--- config.mk ---
export PLATFORM = sky130hd
export DESIGN_NAME = mmio_gpio_ctrl
export DESIGN_NICKNAME = d
export VERILOG_FILES = /design/src/rtl/gpio_pkg.sv /design/src/rtl/gpio_sync2.sv /design/src/rtl/gpio_lane_map.sv /design/src/rtl/gpio_regfile.sv /design/src/rtl/mmio_gpio_ctrl.sv
export SDC_FILE = /design/constraint.sdc
export NUM_CORES = 1
export LEC_CHECK = 0
export ABC_AREA = 1
export CAP_MARGIN = 15
export CORE_ASPECT_RATIO = 1.75
export CORE_MARGIN = 1.5
export CORE_UTILIZATION = 57
export DETAILED_ROUTE_END_ITERATION = 8
export DONT_BUFFER_PORTS = 1
export GPL_TIMING_DRIVEN = 0
export PLACE_DENSITY_LB_ADDON = 0.3
export SYNTH_ARGS = -nofsm -noshare
export SYNTH_HDL_FRONTEND = slang
export SYNTH_SLANG_ARGS = --single-unit
export TNS_END_PERCENT = 10
--- constraint.sdc ---
create_clock -name clk -period 1.1 [get_ports clk]
set_clock_uncertainty 0.05 [all_clocks]
set_input_delay 0.22 -clock clk [delete_from_list [all_inputs] [get_ports clk]]
set_output_delay 0.22 -clock clk [all_outputs]
set_load 0.03 [all_outputs]
--- src/rtl/gpio_pkg.sv ---
package gpio_pkg;

    localparam int ADDR_W = 3;

    typedef enum logic [ADDR_W-1:0] {
        RA_DATA = 3'd0,
        RA_SET  = 3'd1,
        RA_CLR  = 3'd2,
        RA_DIR  = 3'd3
    } addr_e;

    typedef enum logic [1:0] {
        LATCH_PLAIN   = 2'd0,
        LATCH_SET_ONLY = 2'd1,
        LATCH_SET_CLR = 2'd2
    } latch_mode_e;

    typedef enum logic {
        DIR_ONE_IS_OUT = 1'b0,
        DIR_ONE_IS_IN  = 1'b1
    } dir_pol_e;

    typedef struct packed {
        logic  wr;
        logic  rd;
        addr_e addr;
    } bus_cmd_t;

    function automatic bit width_ok(int w);
        return (w == 8) || (w == 16) || (w == 32) || (w == 64);
    endfunction

endpackage

--- src/rtl/gpio_sync2.sv ---
module gpio_sync2 #(
    parameter int W = 32
) (
    input  logic         clk,
    input  logic         rst,
    input  logic [W-1:0] d,
    output logic [W-1:0] q
);
    logic [W-1:0] meta;

    always_ff @(posedge clk) begin
        if (rst) begin
            meta <= '0;
            q    <= '0;
        end else begin
            meta <= d;
            q    <= meta;
        end
    end
endmodule

--- src/rtl/gpio_lane_map.sv ---
module gpio_lane_map #(
    parameter int W         = 32,
    parameter bit BIT_REV   = 1'b0,
    parameter bit BYTE_SWAP = 1'b0
) (
    input  logic [W-1:0] a,
    output logic [W-1:0] y
);
    localparam int NB = W / 8;

    logic [W-1:0] stage;

    generate
        if (BIT_REV) begin : g_rev
            for (genvar i = 0; i < W; i++) begin : g_bit
                assign stage[i] = a[W-1-i];
            end
        end else begin : g_norev
            assign stage = a;
        end

        if (BYTE_SWAP) begin : g_swap
            for (genvar b = 0; b < NB; b++) begin : g_byte
                assign y[8*b +: 8] = stage[8*(NB-1-b) +: 8];
            end
        end else begin : g_noswap
            assign y = stage;
        end
    endgenerate
endmodule

--- src/rtl/gpio_regfile.sv ---
module gpio_regfile
    import gpio_pkg::*;
#(
    parameter int          W          = 32,
    parameter latch_mode_e LATCH_MODE = LATCH_SET_CLR,
    parameter dir_pol_e    DIR_POL    = DIR_ONE_IS_OUT
) (
    input  logic         clk,
    input  logic         rst,
    input  bus_cmd_t     cmd,
    input  logic [W-1:0] wdata_p,
    input  logic [W-1:0] pins_s,
    output logic [W-1:0] rdata_p,
    output logic [W-1:0] latch_q,
    output logic [W-1:0] dir_q
);
    localparam logic [W-1:0] DIR_RST = (DIR_POL == DIR_ONE_IS_IN) ? '1 : '0;
    localparam bit HAS_PAIR = (LATCH_MODE == LATCH_SET_CLR);
    localparam bit SET_FULL = (LATCH_MODE == LATCH_SET_ONLY);

    logic [W-1:0] rsel;

    always_comb begin
        unique case (cmd.addr)
            RA_DATA: rsel = pins_s;
            RA_SET:  rsel = SET_FULL ? latch_q : '0;
            RA_DIR:  rsel = dir_q;
            default: rsel = '0;
        endcase
    end

    always_ff @(posedge clk) begin
        if (rst) begin
            latch_q <= '0;
            dir_q   <= DIR_RST;
        end else if (cmd.wr) begin
            unique case (cmd.addr)
                RA_DATA: latch_q <= wdata_p;
                RA_SET: begin
                    if (SET_FULL)      latch_q <= wdata_p;
                    else if (HAS_PAIR) latch_q <= latch_q | wdata_p;
                end
                RA_CLR: begin
                    if (HAS_PAIR) latch_q <= latch_q & ~wdata_p;
                end
                RA_DIR:  dir_q <= wdata_p;
                default: ;
            endcase
        end
    end

    always_ff @(posedge clk) begin
        if (rst)         rdata_p <= '0;
        else if (cmd.rd) rdata_p <= rsel;
    end
endmodule

--- src/rtl/mmio_gpio_ctrl.sv ---
module mmio_gpio_ctrl
    import gpio_pkg::*;
#(
    parameter int          W          = 32,
    parameter latch_mode_e LATCH_MODE = LATCH_SET_CLR,
    parameter dir_pol_e    DIR_POL    = DIR_ONE_IS_OUT,
    parameter bit          BIT_REV    = 1'b0,
    parameter bit          BYTE_SWAP  = 1'b0
) (
    input  logic              clk,
    input  logic              rst,
    input  logic              bus_wr,
    input  logic              bus_rd,
    input  logic [ADDR_W-1:0] bus_addr,
    input  logic [W-1:0]      bus_wdata,
    output logic [W-1:0]      bus_rdata,
    input  logic [W-1:0]      pin_in,
    output logic [W-1:0]      pad_out,
    output logic [W-1:0]      pad_oe
);
    generate
        if (!width_ok(W)) begin : g_bad_width
            $error("mmio_gpio_ctrl: W must be 8, 16, 32 or 64");
        end
        if (BYTE_SWAP && (W == 64)) begin : g_bad_swap
            $error("mmio_gpio_ctrl: byte swapping is not available at W=64");
        end
    endgenerate

    bus_cmd_t     cmd;
    logic [W-1:0] wdata_p;
    logic [W-1:0] rdata_p;
    logic [W-1:0] pins_s;
    logic [W-1:0] latch_q;
    logic [W-1:0] dir_q;

    assign cmd.wr   = bus_wr;
    assign cmd.rd   = bus_rd;
    assign cmd.addr = addr_e'(bus_addr);

    gpio_lane_map #(.W(W), .BIT_REV(BIT_REV), .BYTE_SWAP(BYTE_SWAP)) u_map_wr (
        .a (bus_wdata),
        .y (wdata_p)
    );

    gpio_sync2 #(.W(W)) u_sync (
        .clk (clk),
        .rst (rst),
        .d   (pin_in),
        .q   (pins_s)
    );

    gpio_regfile #(.W(W), .LATCH_MODE(LATCH_MODE), .DIR_POL(DIR_POL)) u_regs (
        .clk     (clk),
        .rst     (rst),
        .cmd     (cmd),
        .wdata_p (wdata_p),
        .pins_s  (pins_s),
        .rdata_p (rdata_p),
        .latch_q (latch_q),
        .dir_q   (dir_q)
    );

    gpio_lane_map #(.W(W), .BIT_REV(BIT_REV), .BYTE_SWAP(BYTE_SWAP)) u_map_rd (
        .a (rdata_p),
        .y (bus_rdata)
    );

    assign pad_out = latch_q;

    generate
        if (DIR_POL == DIR_ONE_IS_IN) begin : g_oe_inv
            assign pad_oe = ~dir_q;
        end else begin : g_oe_dir
            assign pad_oe = dir_q;
        end
    endgenerate
endmodule

==> flow_summary.ini <==
[worst_setup_path]
crit_path_start_kind = flip-flop
rr_worst_depth = 4
worstSetupEndpointType = output pin
reg2reg_to = u_regs.rdata_p[20]$_SDFFE_PP0P_
r2r_slack_ns = 0.12
r2r_start = u_regs.dir_q[20]$_SDFFE_PP0P_
arrival_ns = 0.85
crit_type = reg -> out
required_ns = 0.83
crit_fanout = 3

[synthesis]
synthCells = 945
ys_seq_area_frac = 0.485
yosysUniqueCellTypes = 16
yosys.cell_count.top_type = nor2_1
synth_area_um2 = 6600
synth_edf_count = 0
synth_seq_cells = 160
syn_avg_cell_area_um2 = 6.99
synth-main-ff-cell = dfxtp_1
syn-num-nets = 1016
synth_top_area_frac = 0.485
async_flop_share = 0
ys_warn_count = 0
synth_area_leaders = dfxtp_1 49%, nor2_1 13%, nand2_1 9.2%, nand3_1 7.3%, inv_1 6.8%
synth_area_leader_cell = dfxtp_1
synthTopCellsByCount = 226 x nor2_1, 161 x nand2_1, 160 x dfxtp_1, 119 x inv_1, 96 x nand3_1

[power_and_ir_drop]
ir_drop_mv = 1.64
cellLeakagePower_nw = 3.90
finalPower_mw = 13.7
power.density_nw_per_um2 = 1620

[finish]
stdcell_count = 1174
finalInstanceArea_um2 = 8440
synthToLayoutAreaGrowth_pct = 27.9
drive_gt1_frac = 0.163
final_nets = 1099
final_util = 0.752
fillers = 824

[place]
place_area_um2 = 6820
placedCellCount = 1077
portBuffers = 0
dp_slack_ns = -0.532
post-dp-hpwl_mm = 12.2
finalWeightedCongestion = 0.845

[sta]
hold_ws_ns = -0.0637
drv_slew = 0
worst_slack_ns = -0.0179
setup_viol = 69
finalCritPeriodShare = 1.02
finalWorstPathRequiredPeriod_ns = 1.12
tightest_slew_ns = 0.516
relSlewSlack = 0.656
rsz0062_at_grt = yes
fmax_mhz = 895
hold_violations = 2
setup_tns_ns = -0.476

[drt]
dr.pass1.iters = 6
wl_per_cell_um = 15.8
drc_errors = 0
ant_nets = 0
vias = 6282
drt-initial-drc-count = 433
drt_wl_total_mm = 18.6
viasPerCell = 5.35

[worst_hold_path]
min_from = bus_addr[2]
hold_path_class = in -> reg
hold_path_end = u_regs.dir_q[0]$_SDFFE_PP0P_
whs_path_depth = 3

[status]
violations = negative hold slack, negative setup slack
outcome = complete, but fails checks

[die]
floorplan.initialDensity = 0.588
rows = 51
io_pins = 167
dieArea_um2 = 12300
core_area_um2 = 11200
die_x_um = 84.4
chipHeight_um = 145

[clock_tree]
cts_hold_buf = 64
ctsLongestPathBuffers = 2
cts_inserted_buffers = 17
path_clk_slew_ns = 0.07
clk_latency_ns = 0.43
tritoncts = done
clock-sinks = 160
postCtsSetupRepairBufs = 0
clockRootBuffer = clkbuf_16
htreeDepth = 4

[run]
drv_cap = 0

[global_route]
grt_pass1_vias = 6098
grt.total_usage = 0.304
gr-total-overflow = 0
grt_pass1_wl_mm = 29.3
grt_start_max_net_pins = 19
antenna_found_initial = 1
-- state kept, by name, indices dropped and copies added (netlist names) --
register,cells
u_regs.latch_q,32
u_regs.rdata_p,32
u_sync.meta,32
u_sync.q,32
u_regs.dir_q,32
-- routing by layer --
metal  global-route usage  wire, um  part of all wire
met5                    0         0                 0
met4                0.131       744             0.040
met3                0.102      1440             0.077
met2                0.560      9960              0.54
met1                0.306      6450              0.35
-- power by group --
part           total [mW]  switching (mW)  leakage (nW)  internal [mW]
combinational        1.28           0.783          2.21          0.501
clock                5.98            2.70         0.302           3.28
sequential           6.41           0.469          1.38           5.94
-- layout by cell type (no fill, tap or decap), types with 11 or more instances in the layout --
| master | instances |
|---|---|
| nand3b_1 | 32 |
| buf_2 | 17 |
| inv_1 | 119 |
| nand3_1 | 96 |
| nand2_1 | 161 |
| buf_1 | 18 |
| dlygate4sd3_1 | 64 |
| clkbuf_16 | 17 |
| nor2_1 | 224 |
| buf_4 | 11 |
| nand4_1 | 64 |
| dfxtp_1 | 64 |
| dfxtp_4 | 96 |
| clkinv_1 | 11 |
| clkbuf_1 | 18 |
-- timing repair --
action,in CTS,in global routing
hold endpoints to repair,95,2
endpoints found under the setup margin,109,114
gates resized for setup,193,5
gates cloned,0,0
-- layout make-up --
type / count / area (um2) / area share
Antenna cell: 1 / 2.50 / 0.000296
Clock inverter: 15 / 190 / 0.0225
Tap cell: 132 / 165 / 0.0196
Multi-Input combinational cell: 583 / 2630 / 0.311
Buffer: 70 / 333 / 0.0394
Inverter: 132 / 495 / 0.0587
Sequential cell: 160 / 3560 / 0.422
Timing Repair Buffer: 64 / 641 / 0.0759
Clock buffer: 17 / 425 / 0.0504
-- worst max-delay path by stage --
stage,startpoint,end,slack [ns],depth (start not counted)
4_1_cts,u_regs.dir_q[2]$_SDFFE_PP0P_,pad_oe[2],-0.03,0
5_1_grt,u_regs.dir_q[3]$_SDFFE_PP0P_,pad_oe[3],-0.04,0
3_5_place_dp,rst,u_sync.meta[27]$_SDFF_PP0_,-0.53,4
6_report,u_regs.dir_q[4]$_SDFFE_PP0P_,pad_oe[4],-0.02,0
3_3_place_gp,rst,u_sync.meta[28]$_SDFF_PP0_,-0.55,4
2_1_floorplan,rst,u_sync.meta[19]$_SDFF_PP0_,-0.04,4
-- kinds of logic after synthesis --
family,count (synthesis),share of synthesized area
and+or+nand+nor,583,0.394
buffers and inverters,202,0.121
DFF,160,0.485
Power figures use the tool's default switching activity.
